[src/rtl/fpoll_pkg.sv]
package fpoll_pkg;
   typedef enum logic [1:0] {OP_PROG = 2'd0, OP_SERASE = 2'd1, OP_CERASE = 2'd2} fop_e;
   typedef enum logic [2:0] {ST_IDLE, ST_CMD, ST_RDA, ST_RDB, ST_RST, ST_DONE} fst_e;

   localparam int BIT_POLL = 7;
   localparam int BIT_TGL  = 6;
   localparam int BIT_TMO  = 5;
   localparam int STEP_W   = 3;

   localparam logic [11:0] UNLK_A  = 12'h555;
   localparam logic [11:0] UNLK_B  = 12'h2AA;
   localparam logic [7:0]  C_KEY1  = 8'hAA;
   localparam logic [7:0]  C_KEY2  = 8'h55;
   localparam logic [7:0]  C_PROG  = 8'hA0;
   localparam logic [7:0]  C_ERS   = 8'h80;
   localparam logic [7:0]  C_SECT  = 8'h30;
   localparam logic [7:0]  C_CHIP  = 8'h10;
   localparam logic [7:0]  C_RESET = 8'hF0;
endpackage

[src/rtl/fpoll_cmdrom.sv]
module fpoll_cmdrom
   import fpoll_pkg::*;
#(
   parameter int AW = 16,
   parameter int DW = 8
) (
   input  fop_e              op,
   input  logic [STEP_W-1:0] step,
   input  logic [AW-1:0]     tgt,
   input  logic [DW-1:0]     pdata,
   output logic [AW-1:0]     addr,
   output logic [DW-1:0]     data,
   output logic              last
);
   logic erase, chip;
   assign erase = (op == OP_SERASE) || (op == OP_CERASE);
   assign chip  = (op == OP_CERASE);

   always_comb begin
      addr = AW'(UNLK_A);
      data = DW'(C_KEY1);
      last = 1'b0;
      case (step)
         3'd0: ;
         3'd1: begin addr = AW'(UNLK_B); data = DW'(C_KEY2); end
         3'd2: data = erase ? DW'(C_ERS) : DW'(C_PROG);
         3'd3: begin
            if (!erase) begin
               addr = tgt;
               data = pdata;
               last = 1'b1;
            end
         end
         3'd4: begin addr = AW'(UNLK_B); data = DW'(C_KEY2); end
         default: begin
            last = 1'b1;
            if (chip) data = DW'(C_CHIP);
            else begin
               addr = tgt;
               data = DW'(C_SECT);
            end
         end
      endcase
   end
endmodule

[src/rtl/fpoll_buscyc.sv]
module fpoll_buscyc #(
   parameter int AW       = 16,
   parameter int DW       = 8,
   parameter int ACT_CLKS = 2,
   parameter int GAP_CLKS = 3
) (
   input  logic          clk,
   input  logic          rst_n,
   input  logic          go,
   input  logic          wr,
   input  logic [AW-1:0] addr,
   input  logic [DW-1:0] wdata,
   output logic          fin,
   output logic [DW-1:0] rdata,
   output logic [AW-1:0] fl_addr,
   output logic [DW-1:0] fl_wdata,
   input  logic [DW-1:0] fl_rdata,
   output logic          fl_ce_n,
   output logic          fl_we_n,
   output logic          fl_oe_n
);
   localparam int TOT = ACT_CLKS + GAP_CLKS;
   localparam int CW  = $clog2(TOT + 1);
   localparam logic [CW-1:0] C_ACT  = CW'(ACT_CLKS);
   localparam logic [CW-1:0] C_SAMP = CW'(ACT_CLKS - 1);
   localparam logic [CW-1:0] C_LAST = CW'(TOT - 1);

   logic          run_q, wr_q, strobe;
   logic [CW-1:0] cnt_q;
   logic [AW-1:0] a_q;
   logic [DW-1:0] d_q, rd_q;

   always_ff @(posedge clk or negedge rst_n) begin
      if (!rst_n) begin
         run_q <= 1'b0;
         wr_q  <= 1'b0;
         cnt_q <= '0;
         a_q   <= '0;
         d_q   <= '0;
         rd_q  <= '0;
      end else if (!run_q) begin
         if (go) begin
            run_q <= 1'b1;
            cnt_q <= '0;
            wr_q  <= wr;
            a_q   <= addr;
            d_q   <= wdata;
         end
      end else begin
         cnt_q <= cnt_q + 1'b1;
         if (cnt_q == C_SAMP && !wr_q) rd_q <= fl_rdata;
         if (cnt_q == C_LAST) run_q <= 1'b0;
      end
   end

   assign strobe   = run_q && (cnt_q < C_ACT);
   assign fin      = run_q && (cnt_q == C_LAST);
   assign rdata    = rd_q;
   assign fl_addr  = a_q;
   assign fl_wdata = d_q;
   assign fl_ce_n  = ~strobe;
   assign fl_we_n  = ~(strobe && wr_q);
   assign fl_oe_n  = ~(strobe && !wr_q);
endmodule

[src/rtl/fpoll_judge.sv]
module fpoll_judge
   import fpoll_pkg::*;
#(
   parameter int DW        = 8,
   parameter int TOGGLE_EN = 1
) (
   input  logic          tgl_mode,
   input  logic [DW-1:0] ra,
   input  logic [DW-1:0] rb,
   input  logic [DW-1:0] expv,
   output logic          complete,
   output logic          tmo,
   output logic          bad
);
   logic data_done;
   assign data_done = (rb[BIT_POLL] == expv[BIT_POLL]);
   assign tmo       = rb[BIT_TMO];
   assign bad       = (rb != expv);

   generate
      if (TOGGLE_EN != 0) begin : g_both
         assign complete = tgl_mode ? (ra[BIT_TGL] == rb[BIT_TGL]) : data_done;
      end else begin : g_data_only
         logic unused_in;
         assign unused_in = tgl_mode ^ (^ra);
         assign complete  = data_done;
      end
   endgenerate
endmodule

[src/rtl/fpoll_ctrl.sv]
module fpoll_ctrl
   import fpoll_pkg::*;
#(
   parameter int AW        = 16,
   parameter int DW        = 8,
   parameter int ACT_CLKS  = 2,
   parameter int GAP_CLKS  = 3,
   parameter int TOGGLE_EN = 1
) (
   input  logic          clk,
   input  logic          rst_n,
   input  logic [1:0]    req_op,
   input  logic [AW-1:0] req_addr,
   input  logic [DW-1:0] req_data,
   input  logic          req_mode,
   input  logic          req_start,
   output logic          req_done,
   output logic          req_err,
   output logic [AW-1:0] fl_addr,
   output logic [DW-1:0] fl_wdata,
   input  logic [DW-1:0] fl_rdata,
   output logic          fl_ce_n,
   output logic          fl_we_n,
   output logic          fl_oe_n
);
   initial begin
      assert (DW >= 8)       else $error("DW must hold the status bits");
      assert (AW >= 12)      else $error("AW must hold the unlock addresses");
      assert (ACT_CLKS >= 1) else $error("ACT_CLKS must be at least 1");
      assert (GAP_CLKS >= 1) else $error("GAP_CLKS must be at least 1");
   end

   fst_e              st;
   fop_e              op_q;
   logic [AW-1:0]     tgt_q;
   logic [DW-1:0]     dat_q, ra_q, expv;
   logic [STEP_W-1:0] step_q;
   logic              tgl_q, rechk_q, err_q;

   logic          b_go, b_wr, b_fin;
   logic [AW-1:0] b_addr, rom_addr;
   logic [DW-1:0] b_wdata, b_rdata, rom_data;
   logic          rom_last, j_cmp, j_tmo, j_bad, eval;

   assign expv = (op_q == OP_SERASE || op_q == OP_CERASE) ? '1 : dat_q;

   fpoll_cmdrom #(.AW(AW), .DW(DW)) u_rom (
      .op(op_q), .step(step_q), .tgt(tgt_q), .pdata(dat_q),
      .addr(rom_addr), .data(rom_data), .last(rom_last));

   fpoll_judge #(.DW(DW), .TOGGLE_EN(TOGGLE_EN)) u_judge (
      .tgl_mode(tgl_q), .ra(ra_q), .rb(b_rdata), .expv(expv),
      .complete(j_cmp), .tmo(j_tmo), .bad(j_bad));

   always_comb begin
      b_go    = (st == ST_CMD) || (st == ST_RDA) || (st == ST_RDB) || (st == ST_RST);
      b_wr    = (st != ST_RDA) && (st != ST_RDB);
      b_addr  = (st == ST_CMD) ? rom_addr : tgt_q;
      b_wdata = (st == ST_CMD) ? rom_data : DW'(C_RESET);
   end

   fpoll_buscyc #(.AW(AW), .DW(DW), .ACT_CLKS(ACT_CLKS), .GAP_CLKS(GAP_CLKS)) u_bus (
      .clk(clk), .rst_n(rst_n), .go(b_go), .wr(b_wr), .addr(b_addr), .wdata(b_wdata),
      .fin(b_fin), .rdata(b_rdata), .fl_addr(fl_addr), .fl_wdata(fl_wdata),
      .fl_rdata(fl_rdata), .fl_ce_n(fl_ce_n), .fl_we_n(fl_we_n), .fl_oe_n(fl_oe_n));

   assign eval = b_fin && ((st == ST_RDA && !tgl_q) || st == ST_RDB);

   always_ff @(posedge clk or negedge rst_n) begin
      if (!rst_n) begin
         st      <= ST_IDLE;
         op_q    <= OP_PROG;
         tgt_q   <= '0;
         dat_q   <= '0;
         ra_q    <= '0;
         step_q  <= '0;
         tgl_q   <= 1'b0;
         rechk_q <= 1'b0;
         err_q   <= 1'b0;
      end else begin
         case (st)
            ST_IDLE: if (req_start) begin
               op_q    <= fop_e'(req_op);
               tgt_q   <= req_addr;
               dat_q   <= req_data;
               tgl_q   <= req_mode && (TOGGLE_EN != 0);
               step_q  <= '0;
               rechk_q <= 1'b0;
               err_q   <= 1'b0;
               st      <= ST_CMD;
            end
            ST_CMD: if (b_fin) begin
               if (rom_last) st <= ST_RDA;
               else step_q <= step_q + 1'b1;
            end
            ST_RDA: if (b_fin) begin
               ra_q <= b_rdata;
               if (tgl_q) st <= ST_RDB;
            end
            ST_RST: if (b_fin) begin
               err_q <= 1'b1;
               st    <= ST_DONE;
            end
            ST_DONE: st <= ST_IDLE;
            default: ;
         endcase
         if (eval) begin
            if (j_cmp) begin
               err_q <= j_bad;
               st    <= ST_DONE;
            end else if (rechk_q) begin
               st <= ST_RST;
            end else begin
               if (j_tmo) rechk_q <= 1'b1;
               st <= ST_RDA;
            end
         end
      end
   end

   assign req_done = (st == ST_DONE);
   assign req_err  = err_q;
endmodule

[config.mk]
export PLATFORM = sky130hd
export DESIGN_NAME = fpoll_ctrl
export DESIGN_NICKNAME = d
export VERILOG_FILES = /design/src/rtl/fpoll_pkg.sv /design/src/rtl/fpoll_cmdrom.sv /design/src/rtl/fpoll_buscyc.sv /design/src/rtl/fpoll_judge.sv /design/src/rtl/fpoll_ctrl.sv
export SDC_FILE = /design/constraint.sdc
export NUM_CORES = 1
export LEC_CHECK = 0
export ABC_AREA = 1
export ABC_CLOCK_PERIOD_IN_PS = 3800
export BUFFER_PORTS_ARGS = -buffer_cell sky130_fd_sc_hd__buf_2
export CAP_MARGIN = 20
export CORE_ASPECT_RATIO = 0.75
export CORE_MARGIN = 2
export CORE_UTILIZATION = 57
export DETAILED_ROUTE_END_ITERATION = 8
export PLACE_DENSITY_LB_ADDON = 0.25
export SYNTH_ARGS = -nofsm -noshare
export SYNTH_HDL_FRONTEND = slang
export SYNTH_SLANG_ARGS = --single-unit
[constraint.sdc]
create_clock -name clk -period 3.8 [get_ports clk]
set_clock_uncertainty 0.15 [all_clocks]
set_input_delay 0.76 -clock clk [delete_from_list [all_inputs] [get_ports clk]]
set_output_delay 0.76 -clock clk [all_outputs]
set_load 0.02 [all_outputs]
==> results.json, run 1 <==
{
  "status": "completed",
  "cp_slowest_cell": "dfrtp_1",
  "synth_top_cell_by_area": "dfrtp_1",
  "vias": 3439,
  "dp_hpwl_mm": 6.42,
  "finalHoldViolCount": 0,
  "ios": 67,
  "synthTopCellsByArea": "dfrtp_1 48%, nand2_1 19%, nand3_1 4.6%, o21ai_0 3.8%, nor2_1 3.1%",
  "syn_nets": 540,
  "final_cells": 643,
  "cts-root-buf": "clkbuf_8",
  "drtIter0Drc": 226,
  "cts_resized": 0,
  "antenna_found_initial": 0,
  "path_cells": "ha_1 > ha_1 > inv_1 > nand3_1 > nor2_4 > o21ai_2 > nand2_1 > nand3_1 > nand2_1",
  "ant_nets": 0,
  "drt-total-wl_mm": 9.01,
  "slew_headroom": 0.456,
  "syn2layout_area_growth_pct": 15.0,
  "worst_slew_pin_slew_ps": 816,
  "drcViolationCount": 0,
  "fin_util": 0.687,
  "syn_inst": 493,
  "synth_top_flop_cell": "dfrtp_1",
  "clkSlewWorstSetupHoldPaths_ps": 80,
  "rows": 25,
  "grt_use_total": 0.255,
  "max_stage_delay_ps": 410,
  "dp_cells": 627,
  "fin_setup_tns_ps": 0,
  "fin_nets": 604,
  "critPathArrivalTime_ps": 2470,
  "ctsHoldBuffers": 0,
  "via_per_inst": 5.35,
  "core_area_sq_um": 6410,
  "grt_pass1_vias": 3136,
  "dieArea_sq_um": 7400,
  "cts-buffers-inserted": 9,
  "drive_above_1_share": 0.210,
  "htreeDepth": 3,
  "async_flop_share": 1.00,
  "yosys_warnings": 0,
  "clk-insertion-delay-late_ps": 350,
  "synth_edf_count": 0,
  "crit_path_max_fanout": 13,
  "ys_ff_latch": 73,
  "yosysTopAreaCellShare": 0.477,
  "initial_core_util": 0.598,
  "seq_area_frac_synth": 0.477,
  "critPathKind": "reg2reg",
  "cts_setup_buffers": 0,
  "cts_tree": "yes",
  "place.gp.congestion": 0.876,
  "ys_types": 34,
  "post_drt_wl_per_cell_um": 14.0,
  "p_per_area_nw_per_um2": 932,
  "synth_area_sq_um": 3830,
  "grt_max_degree": 37,
  "fmax_mhz": 429,
  "clock-sinks": 73,
  "crit_required_ps": 3940,
  "setup_violations": 0,
  "synth_most_common_cell": "nand2_1",
  "holdWs_ps": 327,
  "p_leak_nw": 2.37,
  "cp-start-kind": "flip-flop",
  "cts.path.max_buffers": 2,
  "synth.avg_cell_area_sq_um": 7.78,
  "die_width_um": 98.7,
  "firstDrtPassIters": 5,
  "hp-class": "reg2reg",
  "peakVddDrop_uv": 438,
  "period_needed_ps": 2330,
  "rsz0062_at_grt": "false",
  "die_y_um": 75.0,
  "finalCritPeriodShare": 0.613,
  "drv_cap": 0,
  "grt_pass1_wl_mm": 14.7,
  "yosys-top-cells-count": "196 x nand2_1, 73 x dfrtp_1, 35 x nand3_1, 32 x nor2_1, 30 x inv_1",
  "reg2reg_slack_ps": 1470,
  "portBuffers": 66,
  "cp-end-kind": "flip-flop",
  "antenna_cells": 0,
  "slew_viol_final": 0,
  "grt_overflow": 0
}
-- critical path, delay by kind of cell, from the launching register on --
kind,cells,cell delay [ps]
compound gates,1,100
buf+inv,1,270
flops,1,410
simple gates,5,800
fa+ha+maj,2,540
-- area by class of cell --
| class | instances | area [sq um] |
|---|---|---|
| clock buffers | 11 | 131 |
| inverters | 40 | 150 |
| fillers | 529 | 2000 |
| multi-input cells | 364 | 1740 |
| flip-flops and latches | 73 | 1830 |
| well taps | 81 | 101 |
| repair buffers | 69 | 353 |
| clock inverters | 5 | 104 |
-- final timing paths --
check | cells after the start | startpoint | endpoint
worst max-delay path | 9 | step_q[0] | u_bus.fl_addr[15]
worst min-delay path | 2 | u_bus.fl_addr[7] | u_bus.fl_addr[7]
worst max register to register | 9 | step_q[0] | u_bus.fl_addr[15]
worst min register to register | 2 | u_bus.fl_addr[7] | u_bus.fl_addr[7]
max in group asynchronous | 2 | rst_n | step_q[0]
min in group asynchronous | 1 | rst_n | tgt_q[5]
-- where the power goes --
group,internal (mW),switching (mW)
clock,0.437,0.292
combinational,0.669,1.31
sequential,1.13,0.267
-- flip-flops by register name (all words and copies together) (netlist names) --
| name | count |
|---|---|
| tgt_q | 16 |
| u_bus.fl_addr | 16 |
| dat_q | 8 |
| u_bus.fl_wdata | 8 |
| u_bus.rdata | 8 |
| st | 3 |
| step_q | 3 |
| u_bus.cnt_q | 3 |
| op_q | 2 |
| ra_q | 1 |
| rechk_q | 1 |
| req_err | 1 |
| tgl_q | 1 |
| u_bus.run_q | 1 |
| u_bus.wr_q | 1 |
-- cells in the final DEF (no fill, tap or decap), types with 2 or more instances in the layout --
cell type / instances
nand2_1: 196
dfrtp_1: 73
buf_2: 66
nand3_1: 35
nor2_1: 32
inv_1: 30
o21ai_0: 29
inv_2: 10
ha_1: 9
clkbuf_8: 9
a21oi_1: 8
or2_2: 6
nor3_1: 5
mux2_2: 5
nand2_2: 4
xor2_1: 4
o31ai_1: 4
nor2_4: 3
o21ai_1: 3
nand4_1: 3
nor2_2: 3
a31oi_1: 3
bufinv_16: 3
buf_4: 3
nand3_2: 2
o22ai_1: 2
clkbuf_1: 2
-- cells by family (layout without fill, tap and decap cells) --
logic type               after synthesis  in the layout  share of synthesized area
AND/OR/NAND/NOR                      291            291                      0.320
flip-flops                            73             73                      0.477
buffers and inverters                 56            125                     0.0692
AO/OA/AOI/OAI                         54             54                     0.0787
adder cells (fa/ha/maj)                9              9                     0.0294
XOR/XNOR                               5              5                     0.0114
multiplexers                           5              5                     0.0147
-- through the flow --
stage	worst slack [ps]	area, sq um	power (mW)
after floorplan	2020	3830	2.90
after global placement	1520	4170	3.28
after detailed placement	1490	4170	3.36
after CTS	1530	4410	4.10
after global routing	1340	4410	4.45
final	1470	4410	4.11
-- routing by layer --
layer  part of all wire  global-route usage
met1               0.45               0.343
met2               0.46               0.410
met3              0.077              0.0743
met4              0.013              0.0776
met5                  0                   0
No activity file was read; power rests on OpenSTA's default activity.
==> run 2, diff against run 1 <==
Settings changed: ABC_CLOCK_PERIOD_IN_PS 3800 to 2000, CORE_UTILIZATION 57 to 51.
Clock period 3.8 ns to 2 ns, I/O delays scaled along.
==> run 2 against run 1 <==
  * Register-to-register slack worse by 1400 ps
  * Largest cell class unchanged
  * Critical endpoint is now step_q[0]
  * Critical path depth grew 2
  * Combinational power increased by 100%
  * Clock power rose by 58%
  * First-iteration DRC count increased by 8.8%
  * Flip-flop and latch count stayed put
  * Highest routed layer unchanged
  * Design area increased by 2.6%
  * Routed wire length grew 1.2%
  * Largest power group unchanged
==> results.json, run 2 (synthesis results as in run 1) <==
{
  "status": "completed",
  "place.gp.congestion": 0.882,
  "layout_commonest_cell": "nand2_1",
  "ant_nets": 0,
  "fin_util": 0.620,
  "holdWs_ps": 86.0,
  "dieArea_sq_um": 8230,
  "peakVddDrop_uv": 749,
  "slew_headroom": 0.706,
  "hp-class": "in2reg",
  "clkSlewWorstSetupHoldPaths_ps": 80,
  "drv_cap": 0,
  "crit_path_max_fanout": 6,
  "core_area_sq_um": 7300,
  "stdcell_area_sq_um": 4520,
  "max_stage_delay_ps": 420,
  "crit_required_ps": 2090,
  "path_cells": "ha_1 > ha_2 > buf_4 > nand2_2 > inv_2 > nor2_1 > nand2_1 > nand2_1 > nand2_2 > nand2_1 > o21ai_0",
  "dp_cells": 653,
  "antenna_cells": 0,
  "clk-insertion-delay-late_ps": 360,
  "grt_pass1_vias": 3147,
  "grt_overflow": 0,
  "period_needed_ps": 1930,
  "worst_slack_ps": 68.6,
  "p_leak_nw": 2.41,
  "finalHoldViolCount": 0,
  "fin_nets": 616,
  "slew_viol_final": 0,
  "fmax_mhz": 518,
  "final_cells": 675,
  "die_width_um": 104,
  "critPathArrivalTime_ps": 2020,
  "cp_slowest_cell": "dfrtp_1",
  "fin_setup_tns_ps": 0,
  "cp-start-kind": "flip-flop",
  "post_drt_wl_per_cell_um": 13.5,
  "vias": 3468,
  "die_y_um": 79.1,
  "setup_violations": 0,
  "via_per_inst": 5.14,
  "antenna_found_initial": 0,
  "drtIter0Drc": 246,
  "firstDrtPassIters": 5,
  "cp-end-kind": "flip-flop",
  "initial_core_util": 0.525,
  "rows": 27,
  "cts.path.max_buffers": 2,
  "portBuffers": 66,
  "drcViolationCount": 0,
  "drt-total-wl_mm": 9.13,
  "htreeDepth": 3,
  "worst_slew_pin_slew_ps": 441,
  "final_cell_mix": "193 x nand2_1, 73 x dfrtp_1, 66 x buf_2",
  "finalCritPeriodShare": 0.966,
  "placed_area_sq_um": 4260,
  "cpMostUsedCell": "nand2_1",
  "grt_max_degree": 74,
  "cts-root-buf": "clkbuf_8",
  "p_per_area_nw_per_um2": 1720,
  "cts-buffers-inserted": 9,
  "cts_tree": "yes",
  "post-place-ws_ps": 21.8,
  "power_mw": 7.78,
  "drive_above_1_share": 0.242,
  "grt_use_total": 0.234,
  "grt_pass1_wl_mm": 15.0,
  "syn2layout_area_growth_pct": 18.0,
  "ios": 67,
  "clock-sinks": 73,
  "dp_hpwl_mm": 6.38,
  "critPathKind": "reg2reg"
}
run 2: final timing paths:
kind / slack, ps / end / cells after the start / from
min in group asynchronous: 430 / u_bus.cnt_q[1] / 3 / rst_n
max in group asynchronous: 940 / tgt_q[3] / 3 / rst_n
worst max register to register: 70 / step_q[0] / 11 / step_q[0]
worst min-delay path: 90 / tgt_q[13] / 3 / req_addr[13]
worst min register to register: 330 / u_bus.fl_addr[4] / 2 / u_bus.fl_addr[4]
worst max-delay path: 70 / step_q[0] / 11 / step_q[0]
run 2: final cells by class:
type,instances,area [sq um]
clock buffer,9,124
multi-input combinational,364,1760
tap,101,126
sequential,73,1830
timing repair buffer,81,462
clock inverter,7,71.3
inverter,40,153
fill,668,2770
run 2: worst max-delay path: cells and delay by family, from the launching register on:
family	cells	cell delay [ps]
adders and majority gates	2	420
DFF	1	420
and+or+nand+nor	6	510
AOI/OAI and AO/OA	1	90
buffers and inverters	2	220
run 2: timing repair:
action	4_1_cts	5_1_grt
hold buffers	1	0
setup endpoints to repair	0	23
hold endpoints to repair	73	0
buffers inserted	0	5
gates resized for setup	0	12
run 2: layer usage:
layer  global-route usage  vias up  share of wire
met5                    0        -              0
met4               0.0757        0          0.017
met3               0.0599       17          0.073
met2                0.378      134           0.45
met1                0.312     1605           0.46
li1                     -     1712              -
run 2: report_power, final:
group	internal (mW)	switching (mW)	total (mW)
combinational	1.41	2.56	3.97
sequential	2.15	0.514	2.66
clock	0.572	0.581	1.15
total	4.13	3.65	7.78
